<file path="src/rtl/rename_pkg.sv">
package rename_pkg;
    localparam int NUM_ARCH  = 8;
    localparam int NUM_PHYS  = 16;
    localparam int Q_DEPTH   = 8;
    localparam int AW        = $clog2(NUM_ARCH);
    localparam int PW        = $clog2(NUM_PHYS);
    localparam int QW        = $clog2(Q_DEPTH);
    localparam int FL_CW     = PW + 1;
    localparam int QCW       = QW + 1;
    localparam int FREE_INIT = NUM_PHYS - NUM_ARCH;

    typedef logic [AW-1:0] areg_t;
    typedef logic [PW-1:0] ptag_t;

    typedef struct packed {
        logic  has_dst;
        areg_t dst;
        ptag_t new_tag;
        ptag_t old_tag;
    } inflight_t;
endpackage

</file>
<file path="src/rtl/rename_alias_table.sv">
module rename_alias_table
    import rename_pkg::*;
(
    input  logic  clk,
    input  logic  rst_n,
    input  areg_t rd_a_i,
    input  areg_t rd_b_i,
    input  areg_t rd_d_i,
    output ptag_t tag_a_o,
    output ptag_t tag_b_o,
    output ptag_t tag_d_o,
    input  logic  wr_en_i,
    input  areg_t wr_arch_i,
    input  ptag_t wr_tag_i
);
    typedef struct packed {
        ptag_t [NUM_ARCH-1:0] map;
    } rat_state_t;

    rat_state_t s_q, s_d;

    // Reads come from the registered table: a write this cycle is seen next cycle.
    assign tag_a_o = s_q.map[rd_a_i];
    assign tag_b_o = s_q.map[rd_b_i];
    assign tag_d_o = s_q.map[rd_d_i];

    always_comb begin
        s_d = s_q;
        if (wr_en_i) begin
            s_d.map[wr_arch_i] = wr_tag_i;
        end
    end

    always_ff @(posedge clk) begin
        if (!rst_n) begin
            for (int i = 0; i < NUM_ARCH; i++) begin
                s_q.map[i] <= PW'(i);
            end
        end else begin
            s_q <= s_d;
        end
    end

    p_write_lands_r3: assert property (@(posedge clk) disable iff (!rst_n)
        wr_en_i |=> (s_q.map[$past(wr_arch_i)] == $past(wr_tag_i)));
endmodule

</file>
<file path="src/rtl/rename_free_list.sv">
module rename_free_list
    import rename_pkg::*;
(
    input  logic             clk,
    input  logic             rst_n,
    input  logic             pop_i,
    output ptag_t            head_tag_o,
    output logic [FL_CW-1:0] count_o,
    input  logic             push_back_i,
    input  ptag_t            push_back_tag_i,
    input  logic             push_front_i,
    input  ptag_t            push_front_tag_i
);
    typedef struct packed {
        ptag_t [NUM_PHYS-1:0] slot;
        logic [PW-1:0]        head;
        logic [PW-1:0]        tail;
        logic [FL_CW-1:0]     count;
    } fl_state_t;

    fl_state_t     s_q, s_d;
    logic [PW-1:0] head_m1;

    assign head_tag_o = s_q.slot[s_q.head];
    assign count_o    = s_q.count;
    assign head_m1    = s_q.head - 1'b1;

    always_comb begin
        s_d = s_q;
        if (pop_i) begin
            s_d.head = s_q.head + 1'b1;
        end
        if (push_front_i) begin
            s_d.head          = head_m1;
            s_d.slot[head_m1] = push_front_tag_i;
        end
        if (push_back_i) begin
            s_d.slot[s_q.tail] = push_back_tag_i;
            s_d.tail           = s_q.tail + 1'b1;
        end
        s_d.count = s_q.count + FL_CW'(push_back_i) + FL_CW'(push_front_i) - FL_CW'(pop_i);
    end

    always_ff @(posedge clk) begin
        if (!rst_n) begin
            for (int i = 0; i < NUM_PHYS; i++) begin
                s_q.slot[i] <= (i < FREE_INIT) ? PW'(NUM_ARCH + i) : '0;
            end
            s_q.head  <= '0;
            s_q.tail  <= PW'(FREE_INIT);
            s_q.count <= FL_CW'(FREE_INIT);
        end else begin
            s_q <= s_d;
        end
    end

    p_pop_nonempty_r5: assert property (@(posedge clk) disable iff (!rst_n)
        pop_i |-> (s_q.count != '0));
    p_no_overfill_r8: assert property (@(posedge clk) disable iff (!rst_n)
        (push_back_i || push_front_i) |-> (s_q.count < FL_CW'(NUM_PHYS)));
endmodule

</file>
<file path="src/rtl/rename_inflight_queue.sv">
module rename_inflight_queue
    import rename_pkg::*;
(
    input  logic           clk,
    input  logic           rst_n,
    input  logic           push_i,
    input  inflight_t      push_entry_i,
    input  logic           pop_head_i,
    output inflight_t      head_entry_o,
    input  logic           pop_tail_i,
    output inflight_t      tail_entry_o,
    output logic [QCW-1:0] count_o,
    output logic [QCW-1:0] dst_count_o
);
    typedef struct packed {
        inflight_t [Q_DEPTH-1:0] slot;
        logic [QW-1:0]           head;
        logic [QW-1:0]           tail;
        logic [QCW-1:0]          count;
        logic [QCW-1:0]          dst_cnt;
    } q_state_t;

    q_state_t      s_q, s_d;
    logic [QW-1:0] tail_m1;

    assign tail_m1      = s_q.tail - 1'b1;
    assign head_entry_o = s_q.slot[s_q.head];
    assign tail_entry_o = s_q.slot[tail_m1];
    assign count_o      = s_q.count;
    assign dst_count_o  = s_q.dst_cnt;

    always_comb begin
        s_d = s_q;
        if (push_i) begin
            s_d.slot[s_q.tail] = push_entry_i;
            s_d.tail           = s_q.tail + 1'b1;
        end
        if (pop_head_i) begin
            s_d.head = s_q.head + 1'b1;
        end
        if (pop_tail_i) begin
            s_d.tail = tail_m1;
        end
        s_d.count = s_q.count + QCW'(push_i) - QCW'(pop_head_i) - QCW'(pop_tail_i);
        s_d.dst_cnt = s_q.dst_cnt
                    + QCW'(push_i && push_entry_i.has_dst)
                    - QCW'(pop_head_i && head_entry_o.has_dst)
                    - QCW'(pop_tail_i && tail_entry_o.has_dst);
    end

    always_ff @(posedge clk) begin
        if (!rst_n) begin
            s_q <= '0;
        end else begin
            s_q <= s_d;
        end
    end

    p_push_not_full_r6: assert property (@(posedge clk) disable iff (!rst_n)
        push_i |-> (s_q.count < QCW'(Q_DEPTH)));
    p_pop_nonempty_r4: assert property (@(posedge clk) disable iff (!rst_n)
        (pop_head_i || pop_tail_i) |-> (s_q.count != '0));
    p_undo_exclusive_r7: assert property (@(posedge clk) disable iff (!rst_n)
        pop_tail_i |-> (!push_i && !pop_head_i));
endmodule

</file>
<file path="src/rtl/rename_unit.sv">
module rename_unit
    import rename_pkg::*;
(
    input  logic           clk,
    input  logic           rst_n,
    input  logic           in_valid,
    input  logic [AW-1:0]  in_src_a,
    input  logic [AW-1:0]  in_src_b,
    input  logic           in_has_dst,
    input  logic [AW-1:0]  in_dst,
    output logic           in_ready,
    output logic [PW-1:0]  rn_src_a_tag,
    output logic [PW-1:0]  rn_src_b_tag,
    output logic [PW-1:0]  rn_dst_tag,
    output logic [PW-1:0]  rn_old_tag,
    input  logic           commit_valid,
    output logic           retire_free_valid,
    output logic [PW-1:0]  retire_free_tag,
    input  logic           flush_valid,
    input  logic [QCW-1:0] flush_count,
    output logic           busy
);
    typedef struct packed {
        logic           busy;
        logic [QCW-1:0] remain;
    } ctl_state_t;

    ctl_state_t       ctl_q, ctl_d;
    ptag_t            fl_head;
    logic [FL_CW-1:0] fl_count;
    logic [QCW-1:0]   q_count, q_dst_count, flush_k;
    inflight_t        head_entry, tail_entry, new_entry;
    logic             accept, alloc, commit_ok, undo, undo_dst;
    logic             rat_we;
    areg_t            rat_wr_arch;
    ptag_t            rat_wr_tag;

    assign busy      = ctl_q.busy;
    assign undo      = ctl_q.busy;
    assign undo_dst  = undo && tail_entry.has_dst;
    assign in_ready  = !ctl_q.busy && !flush_valid && (q_count < QCW'(Q_DEPTH))
                     && (!in_has_dst || (fl_count != '0));
    assign accept    = in_valid && in_ready;
    assign alloc     = accept && in_has_dst;
    assign commit_ok = commit_valid && !ctl_q.busy && !flush_valid && (q_count != '0);
    assign flush_k   = (flush_count > q_count) ? q_count : flush_count;

    assign rn_dst_tag        = fl_head;
    assign retire_free_valid = commit_ok && head_entry.has_dst;
    assign retire_free_tag   = head_entry.old_tag;

    always_comb begin
        new_entry.has_dst = in_has_dst;
        new_entry.dst     = in_dst;
        new_entry.new_tag = in_has_dst ? fl_head : '0;
        new_entry.old_tag = in_has_dst ? rn_old_tag : '0;
    end

    // Rollback and rename never share a cycle, so one write port suffices.
    always_comb begin
        rat_we      = undo_dst || alloc;
        rat_wr_arch = undo_dst ? tail_entry.dst : in_dst;
        rat_wr_tag  = undo_dst ? tail_entry.old_tag : fl_head;
    end

    always_comb begin
        ctl_d = ctl_q;
        if (ctl_q.busy) begin
            ctl_d.remain = ctl_q.remain - 1'b1;
            ctl_d.busy   = (ctl_q.remain != QCW'(1));
        end else if (flush_valid && (flush_k != '0)) begin
            ctl_d.busy   = 1'b1;
            ctl_d.remain = flush_k;
        end
    end

    always_ff @(posedge clk) begin
        if (!rst_n) begin
            ctl_q <= '0;
        end else begin
            ctl_q <= ctl_d;
        end
    end

    rename_alias_table u_rat (
        .clk       (clk),
        .rst_n     (rst_n),
        .rd_a_i    (in_src_a),
        .rd_b_i    (in_src_b),
        .rd_d_i    (in_dst),
        .tag_a_o   (rn_src_a_tag),
        .tag_b_o   (rn_src_b_tag),
        .tag_d_o   (rn_old_tag),
        .wr_en_i   (rat_we),
        .wr_arch_i (rat_wr_arch),
        .wr_tag_i  (rat_wr_tag)
    );

    rename_free_list u_free (
        .clk              (clk),
        .rst_n            (rst_n),
        .pop_i            (alloc),
        .head_tag_o       (fl_head),
        .count_o          (fl_count),
        .push_back_i      (retire_free_valid),
        .push_back_tag_i  (head_entry.old_tag),
        .push_front_i     (undo_dst),
        .push_front_tag_i (tail_entry.new_tag)
    );

    rename_inflight_queue u_queue (
        .clk          (clk),
        .rst_n        (rst_n),
        .push_i       (accept),
        .push_entry_i (new_entry),
        .pop_head_i   (commit_ok),
        .head_entry_o (head_entry),
        .pop_tail_i   (undo),
        .tail_entry_o (tail_entry),
        .count_o      (q_count),
        .dst_count_o  (q_dst_count)
    );

    p_conserve_r8: assert property (@(posedge clk) disable iff (!rst_n)
        (32'(fl_count) + 32'(q_dst_count)) == FREE_INIT);
    p_busy_blocks_r7: assert property (@(posedge clk) disable iff (!rst_n)
        busy |-> (!in_ready && !retire_free_valid));
    p_fresh_tag_r3: assert property (@(posedge clk) disable iff (!rst_n)
        alloc |-> (rn_dst_tag != rn_old_tag));
    p_stall_empty_r5: assert property (@(posedge clk) disable iff (!rst_n)
        (fl_count == '0 && in_has_dst) |-> !in_ready);
endmodule

</file>
<file path="config.mk">
export PLATFORM = sky130hd
export DESIGN_NAME = rename_unit
export DESIGN_NICKNAME = d
export VERILOG_FILES = /design/src/rtl/rename_pkg.sv /design/src/rtl/rename_alias_table.sv /design/src/rtl/rename_free_list.sv /design/src/rtl/rename_inflight_queue.sv /design/src/rtl/rename_unit.sv
export SDC_FILE = /design/constraint.sdc
export NUM_CORES = 1
export LEC_CHECK = 0
export ABC_AREA = 1
export BUFFER_PORTS_ARGS = -buffer_cell sky130_fd_sc_hd__buf_4
export CELL_PAD_IN_SITES_DETAIL_PLACEMENT = 2
export CELL_PAD_IN_SITES_GLOBAL_PLACEMENT = 2
export CORE_MARGIN = 4
export CORE_UTILIZATION = 32
export CTS_CLUSTER_SIZE = 20
export DETAILED_ROUTE_END_ITERATION = 10
export PLACE_DENSITY = 0.74
export SETUP_SLACK_MARGIN = 0.3
export SLEW_MARGIN = 40
export SYNTH_ARGS = -nofsm -noshare
export SYNTH_HDL_FRONTEND = slang
export SYNTH_SLANG_ARGS = --single-unit
</file>
<file path="constraint.sdc">
create_clock -name clk -period 3.4 [get_ports clk]
set_clock_uncertainty 0.05 [all_clocks]
set_input_delay 0.68 -clock clk [delete_from_list [all_inputs] [get_ports clk]]
set_output_delay 0.68 -clock clk [all_outputs]
set_load 0.05 [all_outputs]
</file>
==> flow_metrics.tcl, run 1 <==
set metrics [dict create \
    outcome "finished, final reports clean" \
    timing.fmax_mhz 332 \
    first_iter_violations 721 \
    synth-xor-area-share 0.00865 \
    yosys.area_share.simple 0.229 \
    power_mw 10.0 \
    cp-end-kind "output pin" \
    synth_cells 1790 \
    num_rows 71 \
    period_share 0.886 \
    grt_pass1_vias 13600 \
    synthArstFlopShare 0 \
    yosysTopAreaCellShare 0.362 \
    initial_core_util 0.323 \
    diodes 0 \
    vias 12800 \
    crit_chain "buf_12, o21ai_0, o211ai_1, nand3_1, nand2_2, buf_4" \
    cts_hold_buf 0 \
    grt_use_total 0.235 \
    hold_class "register to register" \
    first_pass_iters 5 \
    synth-main-ff-cell "dfxtp_1" \
    worst_pin_slew_ns 0.739 \
    criticalPathCategory "register to output pin" \
    synth_top_cell_by_area "dfxtp_1" \
    synthAdderAreaFrac 0.0364 \
    wirelength_um 49900 \
    powerDensity_nw_per_um2 704 \
    synth_seq_cells 220 \
    grt_max_degree 89 \
    final_layout_size_suffix_gt1_frac 0.123 \
    start_kind "register" \
    die_w_um 203 \
    vdd_drop_max_uv 407 \
    clockBufferDepth 3 \
    worstPathRequired_ns 2.67 \
    synth_cell_types 42 \
    clk_pin_slew_ns 0.06 \
    clock_sinks 220 \
    ys_top_cells_by_area "dfxtp_1 (36%), o21ai_0 (11%), nand2_1 (10%)" \
    grt-ovfl-total 0 \
    ant_nets 0 \
    synth-edff-count 0 \
    period_needed_ns 3.01 \
    avgSynthCellArea_um2 6.79 \
    cts_buffers 28 \
    ys_warn_count 0 \
    wl_per_cell_um 21.4 \
    cts-root-buf "clkbuf_16" \
    antenna_found_initial 0 \
    synth_top_family_by_area "compound AO/OA/AOI/OAI gates" \
    design.core.area_um2 37600 \
    rsz0062_at_grt "no" \
    hold_viol 0 \
    slew_violations 0 \
    die_height_um 203 \
    ys_seq_area_frac 0.362 \
    cellLeakagePower_nw 5.54 \
    cp_max_fo 22 \
    worst_hold_slack_ns 0.404 \
    cp_top_family "compound AO/OA/AOI/OAI gates" \
    timing.slew.headroom 0.507 \
    area_growth_pct 16.9 \
    netlist_area_um2 12200 \
    fin_nets 1861 \
    setup_viol 0 \
    nFillCells 4472 \
    cap_violations 0 \
    syn_nets 1842 \
    yosys-mux-area-fraction 0 \
    dp_hpwl_um 33700 \
    crit_slowest_cell "dfxtp_2" \
    fin_util 0.378 \
    cp.arrival_ns 2.28 \
    setup_tns_ns 0 \
    synth_compound_area_frac 0.276 \
    viasPerCell 5.48 \
    crit_buf_inv 2 \
    critPathMaxStageDelay_ns 0.41 \
    cts_tree "done" \
    drc 0 \
    clk_latency_ns 0.57 \
    place.gp.congestion 0.814 \
    die_area_um2 41200 \
    io_pins 42 \
    io_buffer_count 41 \
    h-tree-depth 1 \
    grt_pass1_wl_um 78200 \
]
==> routing by layer <==
layer  share of wire  global-route usage
met5               0                   0
met4           0.022              0.0533
met3           0.034              0.0283
met2            0.47               0.398
met1            0.47               0.321
==> cells in the final DEF (no fill, tap or decap), drive strengths merged, types with 3 or more instances in the layout <==
master    n
nand3   113
o22ai     8
a211oi    4
nand2   334
o21a      4
a31oi    16
o211ai   78
nor2    199
a21oi   221
dfxtp   220
inv     151
xor2      7
clkbuf   44
buf      95
fa        4
o21ai   275
ha       29
clkinv   12
o221ai    3
==> stage by stage <==
step	instances	setup slack (ns)	instance area, µm²
finish	2338	0.388	14200
global route	2338	0.300	14200
CTS	2335	0.271	14100
detailed placement	2287	0.178	13100
global placement	2287	0.200	13100
floorplan	1790	0.283	12200
==> Yosys cell counts, drive strengths merged (2+ instances only) <==
master,count
clkbuf,75
o21ai,275
clkinv,7
nand4,2
o221ai,3
nand3,113
o211ai,78
xor2,7
buf,33
nor2,199
a31oi,16
nand2,334
xnor2,2
a211oi,4
dfxtp,220
o21a,4
fa,4
nor3,2
o22ai,8
ha,29
inv,151
a21oi,221
==> area by class of cell <==
class | instances | area (µm²) | share of cell area
Sequential cell | 220 | 4410 | 0.311
Timing Repair Buffer | 97 | 833 | 0.0586
Tap cell | 511 | 639 | 0.0450
Clock buffer | 42 | 855 | 0.0601
Clock inverter | 6 | 58.8 | 0.00414
Inverter | 158 | 604 | 0.0425
Multi-Input combinational cell | 1304 | 6810 | 0.479
==> final timing paths <==
path / slack [ns] / cells after the start / from / to
setup reg to reg: 0.51 / 17 / u_queue.s_q[8]$_SDFFE_PN0P_ / u_free.count_o[4]$_SDFF_PN0_
hold / removal: 0.40 / 2 / u_rat.s_q[22]$_SDFFE_PN1P_ / u_rat.s_q[22]$_SDFFE_PN1P_
hold reg to reg: 0.40 / 2 / u_rat.s_q[22]$_SDFFE_PN1P_ / u_rat.s_q[22]$_SDFFE_PN1P_
setup / recovery: 0.39 / 6 / u_free.s_q[9]$_SDFFE_PN0P_ / rn_dst_tag[1]
==> registers in the layout (all words and copies together), names as in the netlist <==
signal / flops
u_queue.count_o: 4
busy: 1
u_queue.s_q: 102
u_free.s_q: 72
ctl_q: 4
u_free.count_o: 5
u_rat.s_q: 32
==> what timing repair did <==
action,4_1_cts,5_1_grt
gates cloned,0,2
setup endpoints to repair,10,48
setup buffers,0,1
pin swaps,0,4
gates resized for setup,7,24
==> worst register-to-register path, cell delays in order, from the launching register on <==
cell and delay, ns:
dfxtp_2 0.38, clkinv_4 0.07, ha_4 0.17, xor2_4 0.17, inv_4 0.12, nor2_4 0.12, nand2_2 0.13, nand2_4 0.10
inv_4 0.08, ha_4 0.27, fa_2 0.21, inv_2 0.05, fa_2 0.37, a21oi_2 0.13, nor2_1 0.05, nor2_1 0.13
o21ai_0 0.09, a21oi_1 0.14
==> where the power goes <==
| group | total (mW) | internal [mW] | switching (mW) |
|---|---|---|---|
| Clock | 2.99 | 1.79 | 1.20 |
| Combinational | 4.06 | 1.11 | 2.95 |
| Sequential | 2.95 | 2.78 | 0.168 |
==> logic make-up after synthesis <==
| kind of cell | after synthesis |
|---|---|
| compound gates | 611 |
| xor+xnor | 9 |
| fa+ha+maj | 33 |
| buf+inv | 266 |
| flops | 220 |
| simple gates | 651 |
(Power assumes the default switching activity.)
==> inputs of run 2 (changes only) <==
Settings changed: CORE_UTILIZATION 32 to 38, PLACE_DENSITY 0.74 to 0.83.
Clock period 3.4 ns to 3.85 ns, I/O delays scaled along.
==> run 2 against run 1 <==
Effect of this change: global-route usage grew 5.5 points; clock power shrank 2%; wire length grew 4.6%; sequential cell count is the same; critical path type unchanged; setup slack gained 0.037 ns; worst hold slack gained 0.015 ns; power shrank 9.3%; combinational power shrank 13%; sequential power shrank 12%; count of clock-buffer cells in the layout shrank 1; non-clock buffer count shrank 8; largest power group unchanged; utilization grew 6.3 points.
==> flow_metrics.tcl, run 2 (same netlist as run 1, synthesis figures left out) <==
set metrics [dict create \
    outcome "finished, final reports clean" \
    post-place-cells 2173 \
    ant_nets 0 \
    cp-end-kind "output pin" \
    wirelength_met1_um 23100 \
    fin_nets 1854 \
    die_height_um 187 \
    cap_violations 0 \
    final_cell_mix "nand2_1 (323), o21ai_0 (270), a21oi_1 (220)" \
    clk_pin_slew_ns 0.06 \
    first_iter_violations 721 \
    final_area_um2 13900 \
    io_pins 42 \
    worst_pin_slew_ns 0.809 \
    wl_met2_um 25500 \
    cts_tree "done" \
    cp.arrival_ns 2.60 \
    criticalPathCategory "register to output pin" \
    cellLeakagePower_nw 5.54 \
    grt_use_total 0.290 \
    met3WireLength_um 2000 \
    design.core.area_um2 31600 \
    clock_sinks 220 \
    critPathLaunch "u_free.s_q[9]$_SDFFE_PN0P_" \
    setup_tns_ns 0 \
    powerDensity_nw_per_um2 651 \
    drc 0 \
    r2r_start "u_queue.s_q[9]$_SDFFE_PN0P_" \
    crit_end "rn_dst_tag[2]" \
    clockBufferDepth 3 \
    reg2reg_depth 17 \
    worst_hold_slack_ns 0.419 \
    place.gp.congestion 0.814 \
    num_rows 65 \
    die_w_um 187 \
    grt_max_degree 157 \
    top_regs "u_queue.s_q: 102 flops, u_free.s_q: 72 flops, u_rat.s_q: 32 flops" \
    hold_class "register to register" \
    rr_endpoint "u_free.count_o[4]$_SDFF_PN0_" \
    layout.cells.non_filler 2224 \
    final_common_cell "nand2_1" \
    wirelength_um 52200 \
    timing.fmax_mhz 292 \
    final_layout_size_suffix_gt1_frac 0.109 \
    clk_latency_ns 0.57 \
    period_needed_ns 3.42 \
    cp_max_fo 25 \
    cts-root-buf "clkbuf_16" \
    dr.max_layer_used "met4" \
    cts_buffers 29 \
    worstPathRequired_ns 3.03 \
    setup_viol 0 \
    grt_pass1_wl_um 82200 \
    largest-register "u_queue.s_q" \
    hold_viol 0 \
    dpl_cell_area_um2 12900 \
    grt-ovfl-total 0 \
    area_growth_pct 14.6 \
    first_pass_iters 5 \
    initial_core_util 0.385 \
    viasPerCell 5.89 \
    antenna_found_initial 0 \
    rsz0062_at_grt "no" \
    slew_violations 0 \
    dp_hpwl_um 34600 \
    largest_reg_flops 102 \
    vias 13100 \
    h-tree-depth 1 \
    die_area_um2 34900 \
    start_kind "register" \
    timing.slew.headroom 0.460 \
    io_buffer_count 41 \
    vdd_drop_max_uv 584 \
    wl_per_cell_um 23.5 \
    diodes 0 \
    grt_pass1_vias 14400 \
    period_share 0.889 \
    power_mw 9.07 \
    r2r_setup_slack_ns 0.54 \
]
run 2: cell count changes in the layout (fill, tap and decap cells not counted), sizes merged:
cell | previous run | this run
buf | 95 | 89
bufinv | 1 | 4
clkbuf | 44 | 41
inv | 151 | 152
run 2: critical path, stage by stage (launching register included):
cell and delay [ns]:
dfxtp_1 0.33, buf_6 0.20, buf_4 0.34, o21ai_0 0.17
o221ai_1 0.30, nand3_1 0.16, nand2_1 0.26, buf_4 0.26
run 2: per-stage QoR:
| stage | setup slack [ns] | utilization |
|---|---|---|
| global route | 0.308 | 0.441 |
| finish | 0.426 | 0.441 |
| CTS | 0.416 | 0.441 |
| detailed placement | 0.458 | 0.408 |
| floorplan | 0.333 | - |
| global placement | 0.585 | 0.408 |
run 2: timing repair:
item,4_1_cts,5_1_grt
setup endpoints to repair,0,5
buffers inserted,0,0
hold buffers,0,0
hold endpoints to repair,0,0
gates resized for setup,0,3
run 2: worst min path at each step:
stage | from | endpoint | cells past startpoint | slack [ns]
final | u_rat.s_q[20]$_SDFFE_PN1P_ | u_rat.s_q[20]$_SDFFE_PN1P_ | 2 | 0.42
after floorplan | u_rat.s_q[20]$_SDFFE_PN1P_ | u_rat.s_q[20]$_SDFFE_PN1P_ | 2 | 0.38
after global placement | u_rat.s_q[20]$_SDFFE_PN1P_ | u_rat.s_q[20]$_SDFFE_PN1P_ | 2 | 0.40
after detailed placement | u_rat.s_q[20]$_SDFFE_PN1P_ | u_rat.s_q[20]$_SDFFE_PN1P_ | 2 | 0.41
after global routing | u_queue.s_q[100]$_SDFFE_PN0P_ | u_queue.s_q[100]$_SDFFE_PN0P_ | 2 | 0.46
after CTS | u_rat.s_q[20]$_SDFFE_PN1P_ | u_rat.s_q[20]$_SDFFE_PN1P_ | 2 | 0.43
run 2: where the power goes:
group          leakage [nW]  switching (mW)  total, mW  internal, mW
Clock                 0.518            1.10       2.94          1.84
Sequential             1.78           0.140       2.59          2.45
Combinational          3.24            2.64       3.54         0.900
Total                  5.54            3.88       9.07          5.19
run 2: final cells by class:
type | instances | area, µm²
repair buffers | 89 | 684
well taps | 402 | 503
inverters | 158 | 597
flip-flops and latches | 220 | 4410
multi-input cells | 1304 | 6710
fillers | 3750 | 17600
clock buffers | 41 | 881
clock inverters | 10 | 154
run 2: layer usage:
layer,vias up,global-route usage
li1,6061,-
met1,6665,0.375
met2,282,0.506
met3,100,0.0336
met4,0,0.0922
met5,-,0
